File: src/rtl/xlate_pkg.sv
package xlate_pkg;

  typedef enum logic [1:0] {
    LAYOUT_LINEAR = 2'd0,
    LAYOUT_XMAJ   = 2'd1,
    LAYOUT_YMAJ   = 2'd2,
    LAYOUT_T4     = 2'd3
  } layout_e;

  localparam logic [2:0] SWZ_B9       = 3'd1;
  localparam logic [2:0] SWZ_B9_10    = 3'd2;
  localparam logic [2:0] SWZ_B9_11    = 3'd3;
  localparam logic [2:0] SWZ_B9_10_11 = 3'd4;

  typedef struct packed {
    logic load1;
    logic load2;
  } xlate_strobe_t;

  function automatic logic [5:0] subtilePerm(input logic [5:0] s);
    return {s[5:4], s[2], s[3], s[1:0]};
  endfunction

endpackage

File: src/rtl/xlate_ctrl.sv
module xlate_ctrl
  import xlate_pkg::*;
(
  input  logic          clk,
  input  logic          rst,
  input  logic          inValid,
  output logic          inReady,
  input  logic          outReady,
  output logic          outValid,
  output xlate_strobe_t strobe
);

  logic stage1Valid, stage2Valid;
  logic adv1, adv2;

  always_comb begin
    adv2 = !stage2Valid || outReady;
    adv1 = !stage1Valid || adv2;
  end

  always_ff @(posedge clk) begin
    if (rst) begin
      stage1Valid <= 1'b0;
      stage2Valid <= 1'b0;
    end else begin
      if (adv2) stage2Valid <= stage1Valid;
      if (adv1) stage1Valid <= inValid;
    end
  end

  assign inReady      = adv1;
  assign outValid     = stage2Valid;
  assign strobe.load1 = adv1 && inValid;
  assign strobe.load2 = adv2 && stage1Valid;

endmodule

File: src/rtl/xlate_datapath.sv
module xlate_datapath
  import xlate_pkg::*;
#(
  parameter int X_W      = 14,
  parameter int Y_W      = 14,
  parameter int STRIDE_W = 18,
  parameter int OFS_W    = 32
) (
  input  logic                clk,
  input  xlate_strobe_t       strobe,
  input  logic [X_W-1:0]      inX,
  input  logic [Y_W-1:0]      inY,
  input  logic [STRIDE_W-1:0] inStride,
  input  logic [1:0]          inLayout,
  input  logic [2:0]          inSwizzle,
  output logic [OFS_W-1:0]    outOffset,
  output logic                outErr
);

  localparam int XB_W = X_W + 2;

  logic [XB_W-1:0]  xb;
  logic [Y_W-1:0]   yMask;
  logic [OFS_W-1:0] rowBase, inner;
  logic [5:0]       subIdx;
  logic             strideBad;
  logic             swzAllowed;

  // stage 1: split coordinates into row base and intra-tile part
  always_comb begin
    xb         = {inX, 2'b00};
    subIdx     = {inY[4:2], xb[6:4]};
    yMask      = inY;
    inner      = OFS_W'(xb);
    strideBad  = 1'b0;
    swzAllowed = 1'b0;
    case (layout_e'(inLayout))
      LAYOUT_LINEAR: begin
        strideBad = |inStride[1:0];
      end
      LAYOUT_XMAJ: begin
        yMask      = inY & ~Y_W'(7);
        inner      = (OFS_W'(inY[2:0]) << 9)
                   + (OFS_W'(xb[XB_W-1:9]) << 12)
                   + OFS_W'(xb[8:0]);
        strideBad  = |inStride[8:0];
        swzAllowed = 1'b1;
      end
      LAYOUT_YMAJ: begin
        yMask      = inY & ~Y_W'(31);
        inner      = (OFS_W'(inY[4:0]) << 4)
                   + (OFS_W'(xb[XB_W-1:4]) << 9)
                   + OFS_W'(xb[3:0]);
        strideBad  = |inStride[6:0];
        swzAllowed = 1'b1;
      end
      default: begin
        yMask      = inY & ~Y_W'(31);
        inner      = (OFS_W'(xb[XB_W-1:7]) << 12)
                   + (OFS_W'(subtilePerm(subIdx)) << 6)
                   + (OFS_W'(inY[1:0]) << 4)
                   + OFS_W'(xb[3:0]);
        strideBad  = |inStride[6:0];
      end
    endcase
    rowBase = OFS_W'(yMask) * OFS_W'(inStride);
  end

  logic [OFS_W-1:0] rowBase1, inner1;
  logic             err1, swzOn1;
  logic [2:0]       swz1;

  always_ff @(posedge clk) begin
    if (strobe.load1) begin
      rowBase1 <= rowBase;
      inner1   <= inner;
      err1     <= strideBad;
      swzOn1   <= swzAllowed;
      swz1     <= inSwizzle;
    end
  end

  // stage 2: sum and bit-6 fold
  logic [OFS_W-1:0] sum, folded;
  logic             flip;

  always_comb begin
    sum = rowBase1 + inner1;
    case (swz1)
      SWZ_B9:       flip = sum[9];
      SWZ_B9_10:    flip = sum[9] ^ sum[10];
      SWZ_B9_11:    flip = sum[9] ^ sum[11];
      SWZ_B9_10_11: flip = sum[9] ^ sum[10] ^ sum[11];
      default:      flip = 1'b0;
    endcase
    folded    = sum;
    folded[6] = sum[6] ^ (flip && swzOn1);
  end

  always_ff @(posedge clk) begin
    if (strobe.load2) begin
      outOffset <= folded;
      outErr    <= err1;
    end
  end

endmodule

File: src/rtl/tile_addr_xlate.sv
module tile_addr_xlate
  import xlate_pkg::*;
#(
  parameter int X_W      = 14,
  parameter int Y_W      = 14,
  parameter int STRIDE_W = 18,
  parameter int OFS_W    = 32
) (
  input  logic                clk,
  input  logic                rst,
  input  logic                inValid,
  output logic                inReady,
  input  logic [X_W-1:0]      inX,
  input  logic [Y_W-1:0]      inY,
  input  logic [STRIDE_W-1:0] inStride,
  input  logic [1:0]          inLayout,
  input  logic [2:0]          inSwizzle,
  output logic                outValid,
  input  logic                outReady,
  output logic [OFS_W-1:0]    outOffset,
  output logic                outErr
);

  xlate_strobe_t strobe;

  xlate_ctrl i_ctrl (
    .clk      (clk),
    .rst      (rst),
    .inValid  (inValid),
    .inReady  (inReady),
    .outReady (outReady),
    .outValid (outValid),
    .strobe   (strobe)
  );

  xlate_datapath #(
    .X_W(X_W), .Y_W(Y_W), .STRIDE_W(STRIDE_W), .OFS_W(OFS_W)
  ) i_dp (
    .clk       (clk),
    .strobe    (strobe),
    .inX       (inX),
    .inY       (inY),
    .inStride  (inStride),
    .inLayout  (inLayout),
    .inSwizzle (inSwizzle),
    .outOffset (outOffset),
    .outErr    (outErr)
  );

endmodule

File: config.mk
export PLATFORM = sky130hd
export DESIGN_NAME = tile_addr_xlate
export DESIGN_NICKNAME = d
export VERILOG_FILES = /design/src/rtl/xlate_pkg.sv /design/src/rtl/xlate_ctrl.sv /design/src/rtl/xlate_datapath.sv /design/src/rtl/tile_addr_xlate.sv
export SDC_FILE = /design/constraint.sdc
export NUM_CORES = 1
export LEC_CHECK = 0
export BUFFER_PORTS_ARGS = -buffer_cell sky130_fd_sc_hd__buf_2
export CELL_PAD_IN_SITES_DETAIL_PLACEMENT = 1
export CELL_PAD_IN_SITES_GLOBAL_PLACEMENT = 1
export CORE_MARGIN = 8
export CORE_UTILIZATION = 45
export CTS_CLUSTER_SIZE = 40
export DETAILED_ROUTE_END_ITERATION = 12
export PLACE_DENSITY = 0.84
export SYNTH_ARGS = -nofsm -noshare
export SYNTH_HDL_FRONTEND = slang
export SYNTH_SLANG_ARGS = --single-unit
File: constraint.sdc
create_clock -name clk -period 5.9 [get_ports clk]
set_input_delay 0.295 -clock clk [delete_from_list [all_inputs] [get_ports clk]]
set_output_delay 0.295 -clock clk [all_outputs]
set_load 0.1 [all_outputs]
==> summary.md, run 1 <==
| Metric | Value |
|---|---|
| Slew at the pin closest to its max-slew limit | 0.969 ns |
| Setup total negative slack | -3.87 ns |
| Crit-path most repeated cell | sky130_fd_sc_hd__fa_1 |
| Growth of design area from synthesis to finish | 19.2% |
| Effective utilization at floorplan | 45.7% |
| Peak Freq | 0.156 GHz |
| Total GRT Usage | 23.8% |
| Global route total overflow | 0 |
| Total Die Area | 0.0338 mm^2 |
| EDFF count, synth | 89 |
| Maxcap violations | 0 |
| Num CTS Buffers | 9 |
| Clock skew after layout | 0.00943 ns |
| Placed cell area | 0.0144 mm^2 |
| Synth Flop Type | sky130_fd_sc_hd__edfxtp_1 |
| Placed Cells incl. Taps | 1,828 |
| Number of pins with negative max-slew slack in the final report | 0 |
| Most common library cell in the layout ignoring fill and taps | sky130_fd_sc_hd__inv_1 |
| CORE AREA | 0.0278 mm^2 |
| Clock tree from TritonCTS | done |
| Crit Path Category | input pin to flop |
| Ports | 90 |
| Instance count along the most critical hold path | 2 |
| Final cell utilization of the core | 54.5% |
| Depth of the most critical reg-to-reg path | 11 |
| Sum of routed wire length over all layers | 40,600 um |
| Signal arrival time at the worst endpoint | 6.62 ns |
| Fin Hold WS | 0.105 ns |
| Critical path launch point type | input pin |
| Initial antenna violation count | 0 |
| Failing checks | setup timing |
| Sink Count | 91 |
| Hold Violations, Final | 0 |
| Input/output buffers | 89 |
| Number of vias after detailed routing | 10,400 |
| Post-layout total power | 8.73 mW |
| Setup repair after global routing missed its margin | yes |
| Static leakage power | 7.31 nW |
| Worst max-slew margin expressed relative to the limit | 35.3% |
| Final period demand of the worst path | 6.41 ns |
| Number of cells produced by synthesis | 1,298 |
| Pin count of the biggest net entering global routing | 57 |
| Max clock buf depth | 2 |
| Via count of the first global-routing pass | 12,100 |
| Chip Width | 184 um |
| Standard-cell row count | 61 |
| Share of synthesized area occupied by flip-flops and latches | 21.4% |
| Starting DRC count in detailed routing | 544 |
| Final Net Count | 1,843 |
| Fraction of final layout cells sized beyond drive strength 1 | 20.6% |
| Category of the worst setup path capture point | flop |
| Netlist area before placement | 0.0127 mm^2 |
| Maximum level of the CTS H-tree | 3 |
| Count of different cell masters after synthesis | 65 |
| Max incr delay on CP | 0.55 ns |
| Final cycle utilization of the critical path | 109% |
| Max FO, Critical Path | 5 |
| Count of antenna-violating nets left after detailed routing | 0 |
| Required @ worst endpoint | 6.11 ns |
| Slowest library cell on the worst path | sky130_fd_sc_hd__fa_1 |
| Placement-stage worst setup slack | -0.833 ns |
| Class of the most critical hold timing path | input pin to flop |
| Clk slew on worst S/H paths | 0.07 ns |
| Ratio of routed vias to standard cells | 5.56 |
| Maximum vdd ir drop | 493 uV |
| Placer congestion estimate | 0.861 |
| Number of iterations in the first detailed-routing pass | 5 |
| Count of endpoints failing setup in the final report | 15 |
| First-pass GRT wire length | 63,200 um |
| Detail-routed net length per standard cell | 21.8 um |
| Ys async rst share | 0% |
| Post-route cell area | 0.0151 mm^2 |
| Flip-flop and latch count after synthesis | 91 |
| Most frequent cells in the layout | 214 x sky130_fd_sc_hd__inv_1, 187 x sky130_fd_sc_hd__fa_1, 170 x sky130_fd_sc_hd__nand2_1, 123 x sky130_fd_sc_hd__buf_4, 113 x sky130_fd_sc_hd__ha_1 |
| Synth Net Count | 1,663 |
| Antenna cells | 0 |
| Clock root buffer | sky130_fd_sc_hd__clkbuf_16 |
| Sum of net half-perimeters after detailed placement | 30,900 um |
| Power density over the cells | 577 mW/mm^2 |
| Worst Slack Setup Final | -0.508 ns |
| Number of warning messages in the yosys log | 0 |
| Clock insertion delay at the later pin of the skew report | 0.36 ns |
| Mapped Avg Cell Area | 9.78 um^2 |
| Post-route non-filler standard cell count | 1,861 |
| Outcome | finished with violations |
| Die height | 184 um |
| Remaining DRCs | 0 |
-- flip-flops by register name, indices dropped and copies added, names as in the netlist --
| register | cells |
|---|---|
| i_dp.outOffset | 32 |
| i_dp.err1 | 1 |
| i_ctrl.stage1Valid | 1 |
| i_dp.swzOn1 | 1 |
| i_ctrl.outValid | 1 |
| i_dp.outErr | 1 |
| i_dp.rowBase1 | 32 |
| i_dp.inner1 | 19 |
| i_dp.swz1 | 3 |
-- cell type report --
class                   count  area (um^2)
fillers                  3174        12700
multi-input cells         934         9230
flip-flops and latches     91         2710
clock buffers               9          225
well taps                 378          473
inverters                 223          852
clock inverters             7          139
repair buffers            219         1500
-- routing by layer --
layer  track usage (%)  vias to the layer above  part of all wire (%)
met5                 0                        -                     0
met4              9.78                        0                   4.1
met3              3.74                      129                   4.5
met2              45.6                      350                    55
met1              25.4                     5330                    36
li1                  -                     4541                     -
-- timing repair --
action | 4_1_cts | 5_1_grt
gates cloned | 2 | 0
hold buffers | 0 | 0
buffers inserted | 8 | 9
pin swaps | 20 | 36
setup endpoints to repair | 14 | 17
resized for setup | 44 | 17
-- power breakdown --
part           total, mW  leakage (nW)  switching (mW)  internal, mW
logic               6.82          6.25            3.93          2.88
registers           1.20         0.879          0.0872          1.11
clock network      0.715         0.180           0.258         0.457
-- cell families after synthesis --
kind of cell / after synthesis / synth area share, %
and+or+nand+nor: 404 / 15.9
adders and majority gates: 310 / 41.8
buffers and inverters: 275 / 8.19
AOI/OAI and AO/OA: 159 / 8.65
DFF: 91 / 21.4
xor gates and xnor gates: 54 / 3.73
muxes: 5 / 0.394
-- critical path: cells and delay by family --
family,cells,cell delay [ns]
buffers and inverters,8,0.70
AOI/OAI and AO/OA,6,1.22
and+or+nand+nor,5,0.93
adders and majority gates,8,3.45
-- synthesized netlist by cell type (5+ instances only) --
master	instances	area, um^2
sky130_fd_sc_hd__edfxtp_1	89	2670
sky130_fd_sc_hd__mux2i_1	5	50.1
sky130_fd_sc_hd__xor2_1	13	114
sky130_fd_sc_hd__a21oi_1	44	220
sky130_fd_sc_hd__o21ai_0	29	145
sky130_fd_sc_hd__nand2_1	170	638
sky130_fd_sc_hd__a22oi_1	7	52.6
sky130_fd_sc_hd__xnor2_1	41	359
sky130_fd_sc_hd__ha_1	120	1500
sky130_fd_sc_hd__fa_1	190	3800
sky130_fd_sc_hd__inv_1	223	837
sky130_fd_sc_hd__and2_1	92	576
sky130_fd_sc_hd__and3_1	34	213
sky130_fd_sc_hd__nand4_1	6	37.5
sky130_fd_sc_hd__nor2b_1	15	93.8
sky130_fd_sc_hd__a21o_1	11	82.6
sky130_fd_sc_hd__a22o_1	5	43.8
sky130_fd_sc_hd__o21a_1	11	82.6
sky130_fd_sc_hd__o21bai_1	6	45.0
sky130_fd_sc_hd__clkbuf_1	48	180
sky130_fd_sc_hd__nor2_1	37	139
sky130_fd_sc_hd__or2_2	7	43.8
sky130_fd_sc_hd__nand3_1	16	80.1
-- path summary, 6_finish.rpt --
path	start	endpoint	slack (ns)
setup / recovery	inLayout[0]	i_dp.rowBase1[27]$_DFFE_PP_	-0.51
hold / removal	rst	i_ctrl.stage1Valid$_SDFFE_PP0N_	0.10
setup reg to reg	i_dp.inner1[2]$_DFFE_PP_	i_dp.outOffset[24]$_DFFE_PP_	2.52
hold reg to reg	i_dp.rowBase1[0]$_DFFE_PP_	i_dp.outOffset[0]$_DFFE_PP_	0.42
No activity file was read; power rests on OpenSTA's default activity.
==> run 2, diff against run 1 <==
- PLACE_DENSITY: 0.84 -> 0.8
- SYNTH_HIERARCHICAL: unset -> 1
==> run 2 against run 1 <==
Compared with the run above: largest cell class unchanged; the run still ends with setup timing left; cell count increased by 0.27%; highest routed layer unchanged; worst setup slack improved by 0.21 ns; clock power decreased by 16%; hold slack about the same; via count decreased by 0.15%; die area increased by 0.84%; area after synthesis increased by 0.93%; register-to-register slack improved by 0.45 ns; first-iteration DRC count increased by 2.4%.
==> summary.md, run 2 <==
| Metric | Value |
|---|---|
| Sum of net half-perimeters after detailed placement | 30,500 um (-1.4%) |
| Category of the worst setup path capture point | flop |
| Placement-stage worst setup slack | -0.803 ns (+0.0300 ns) |
| Via count of the first global-routing pass | 12,100 (-0.35%) |
| Capturing instance or port of the critical path | i_dp/rowBase1[31]$_DFFE_PP_ |
| Starting DRC count in detailed routing | 557 (+2.4%) |
| Number of pins with negative max-slew slack in the final report | 0 (unchanged) |
| Final Net Count | 1,848 (+0.27%) |
| Max incr delay on CP | 0.55 ns (about the same) |
| Clock insertion delay at the later pin of the skew report | 0.36 ns (about the same) |
| Count of different cell masters after synthesis | 78 (+20%) |
| Critical path launch point type | input pin |
| Input/output buffers | 89 (unchanged) |
| Post-route cell area | 0.0154 mm^2 (+1.6%) |
| Num CTS Buffers | 9 (unchanged) |
| Pin count of the biggest net entering global routing | 57 (unchanged) |
| Combinational family with the most area after synthesis | adder cells |
| Synth Net Count | 1,666 (+0.18%) |
| Max clock buf depth | 2 (unchanged) |
| Failing checks | setup timing |
| Worst setup slack for register-to-register paths | 2.97 ns (+0.45 ns) |
| Sequential share of power | 13.2% (-0.6 points) |
| Fraction of final layout cells sized beyond drive strength 1 | 23.9% (+3.2 points) |
| Setup total negative slack | -2.54 ns (+1.33 ns) |
| Total Die Area | 0.0341 mm^2 (+0.84%) |
| Total GRT Usage | 23.6% (-0.12 points) |
| Growth of design area from synthesis to finish | 20.0% |
| Die height | 185 um (+0.42%) |
| Setup repair after global routing missed its margin | yes |
| Final period demand of the worst path | 6.20 ns (-0.207 ns) |
| Standard-cell row count | 61 (unchanged) |
| Chip Width | 185 um (+0.42%) |
| Sum of routed wire length over all layers | 40,400 um (-0.61%) |
| Mux share of post-synthesis cell area | 0.391% (-0.0036 points) |
| Maximum vdd ir drop | 488 uV (-1.0%) |
| Switching power summed over all nets | 4.50 mW (+5.1%) |
| Maxcap violations | 0 (unchanged) |
| Number of iterations in the first detailed-routing pass | 5 (unchanged) |
| Initial antenna violation count | 0 (unchanged) |
| Leading registers by flop count | i_dp/outOffset x32, i_dp/rowBase1 x32, i_dp/inner1 x19 |
| Synth Area in Compound Gates | 8.94% (+0.29 points) |
| Crit-path most repeated cell | sky130_fd_sc_hd__fa_1 |
| Worst max-slew margin expressed relative to the limit | 43.9% (+8.7 points) |
| Parity-gate share of the synthesized area counting xor and xnor cells | 3.32% (-0.41 points) |
| Leading cell type by number of instances after synthesis | sky130_fd_sc_hd__inv_1 |
| Final cell utilization of the core | 55.0% (+0.56 points) |
| Outcome | finished with violations |
| Clock tree from TritonCTS | done |
| Crit Path Category | input pin to flop |
| Maximum level of the CTS H-tree | 3 (unchanged) |
| Count of endpoints failing setup in the final report | 15 (unchanged) |
| Arithmetic-cell share of the synthesized area counting full adders, half adders and majority gates | 41.4% (-0.38 points) |
| Max FO, Critical Path | 6 (+1) |
| Mapped Avg Cell Area | 9.84 um^2 (+0.69%) |
| Static leakage power | 7.27 nW (-0.57%) |
| Slew at the pin closest to its max-slew limit | 0.841 ns (-0.128 ns) |
| Class of the most critical hold timing path | input pin to flop |
| Dominant cell type by area after synthesis | sky130_fd_sc_hd__fa_1 |
| Most common library cell in the layout ignoring fill and taps | sky130_fd_sc_hd__inv_1 |
| Part of the total power dissipated in the clock network | 6.6% (-1.6 points) |
| FILL cells | 3,146 (-0.88%) |
| Dominant cells by area after synthesis | sky130_fd_sc_hd__fa_1 30%, sky130_fd_sc_hd__edfxtp_1 21%, sky130_fd_sc_hd__ha_1 12% |
| Portion of total power attributed to combinational logic | 80.2% (+2.2 points) |
| Remaining DRCs | 0 (unchanged) |
| Internal cell power | 4.56 mW (+2.3%) |
| Number of vias after detailed routing | 10,300 (-0.15%) |
| Ys async rst share | 0% (unchanged) |
| Post-layout total power | 9.06 mW (+3.7%) |
| Global route total overflow | 0 (unchanged) |
| Switching part of the total power | 49.7% (+0.68 points) |
| Most frequent cells in the layout | 225 x sky130_fd_sc_hd__inv_1, 183 x sky130_fd_sc_hd__fa_1, 164 x sky130_fd_sc_hd__nand2_1, 123 x sky130_fd_sc_hd__buf_4, 107 x sky130_fd_sc_hd__ha_1 |
| Endpoint of the lowest-slack register-to-register path | i_dp/outOffset[26]$_DFFE_PP_ |
| Peak Freq | 0.161 GHz (+3.3%) |
| Power density over the cells | 589 mW/mm^2 (+2.1%) |
| Placed cell area | 0.0145 mm^2 (+0.57%) |
| Final cycle utilization of the critical path | 105% (-3.5 points) |
| Ports | 90 (unchanged) |
| Number of cells produced by synthesis | 1,301 (+0.23%) |
| Effective utilization at floorplan | 45.8% (+0.17 points) |
| Clock skew after layout | 0.0109 ns (+0.00147 ns) |
| Antenna cells | 0 (unchanged) |
| Flip-flop and latch count after synthesis | 91 (unchanged) |
| CP Launch Point | inLayout[0] |
| First-pass GRT wire length | 63,200 um (unchanged) |
| Count of antenna-violating nets left after detailed routing | 0 (unchanged) |
| Signal arrival time at the worst endpoint | 6.28 ns (-0.34 ns) |
| Clock root buffer | sky130_fd_sc_hd__clkbuf_16 |
| Synth Flop Type | sky130_fd_sc_hd__edfxtp_1 |
| Ratio of routed vias to standard cells | 5.54 (-0.42%) |
| Number of warning messages in the yosys log | 6 (+6) |
| Slowest library cell on the worst path | sky130_fd_sc_hd__fa_2 |
| Netlist area before placement | 0.0128 mm^2 (+0.93%) |
| Clk slew on worst S/H paths | 0.08 ns (about the same) |
| Simple-gate share of the synthesized area | 16.4% (+0.53 points) |
| Leading post-synthesis cells by instance count | 237 x sky130_fd_sc_hd__inv_1, 190 x sky130_fd_sc_hd__fa_1, 167 x sky130_fd_sc_hd__nand2_1, 120 x sky130_fd_sc_hd__ha_1, 105 x sky130_fd_sc_hd__and2_1 |
| Placer congestion estimate | 0.832 (-3.4%) |
| CORE AREA | 0.0279 mm^2 (+0.55%) |
| Hold Violations, Final | 0 (unchanged) |
| Depth of the most critical reg-to-reg path | 11 (unchanged) |
| EDFF count, synth | 89 (unchanged) |
| Detail-routed net length per standard cell | 21.6 um (-0.88%) |
| Fraction of synthesized cell area taken by the top area cell type | 29.7% (-0.28 points) |
| Worst Slack Setup Final | -0.301 ns (+0.207 ns) |
| Reg-to-reg startpoint | i_dp/rowBase1[2]$_DFFE_PP_ |
| Required @ worst endpoint | 5.98 ns (-0.13 ns) |
| Sink Count | 91 (unchanged) |
| Share of synthesized area occupied by flip-flops and latches | 21.2% (-0.20 points) |
[run 2: worst min path at each step]
stage          depth (start not counted)                        from                         endpoint
2_1_floorplan                          1                         rst  i_ctrl/stage1Valid$_SDFFE_PP0P_
3_3_place_gp                           0  i_dp/rowBase1[0]$_DFFE_PP_      i_dp/outOffset[0]$_DFFE_PP_
3_5_place_dp                           0         i_dp/err1$_DFFE_PP_            i_dp/outErr$_DFFE_PP_
4_1_cts                                2                         rst  i_ctrl/stage1Valid$_SDFFE_PP0P_
5_1_grt                                2                         rst  i_ctrl/stage1Valid$_SDFFE_PP0P_
6_report                               2                         rst  i_ctrl/stage1Valid$_SDFFE_PP0P_
[run 2: metal layers]
layer  share of wire (%)  vias to the layer above  GRT usage [%]  wire length (um)
met3                 3.4                      126           2.26              1390
met1                  38                     5344           26.4             15400
met4                 3.9                        0           9.73              1570
met5                   0                        -              0                 0
met2                  55                      315           45.2             22000
li1                    -                     4549              -                 -
[run 2: critical path: cells and delay by family]
kind | cells | cell delay [ns]
adders and majority gates | 8 | 3.57
AOI/OAI and AO/OA | 6 | 1.10
and+or+nand+nor | 4 | 0.67
buffers and inverters | 8 | 0.65
[run 2: area by class of cell]
type,count,area (um^2),share of cell area (%)
clock inverters,7,80.1,0.521
flip-flops and latches,91,2710,17.7
repair buffers,217,1470,9.55
inverters,237,907,5.90
multi-input cells,927,9500,61.8
well taps,378,473,3.08
clock buffers,9,225,1.47
[run 2: through the flow]
step                      instances  hold WS [ns]
after floorplan                1301         0.357
after global placement         1827         0.403
after detailed placement       1827         0.407
after CTS                      1858        0.0999
after global routing           1866         0.104
final                          1866         0.104
[run 2: power by group through the flow]
stage,combinational (mW),clock (mW),sequential [mW]
floorplan,3.79,0,1.53
global placement,5.86,0,1.20
detailed placement,6.14,0,1.21
CTS,6.58,0.612,1.20
global route,7.75,0.631,1.21
finish,7.26,0.601,1.19
[run 2: cell families after synthesis]
kind of cell / count (synthesis)
DFF: 91
xor gates and xnor gates: 46
adders and majority gates: 310
muxes: 5
buffers and inverters: 285
AOI/OAI and AO/OA: 153
and+or+nand+nor: 411
[run 2: timing repair]
action	CTS	global route
pin swaps	34	56
hold endpoints to repair	0	0
endpoints found under the setup margin	16	19
setup buffers	16	10
resized for setup	56	45
cloned	2	0
hold buffers	0	0
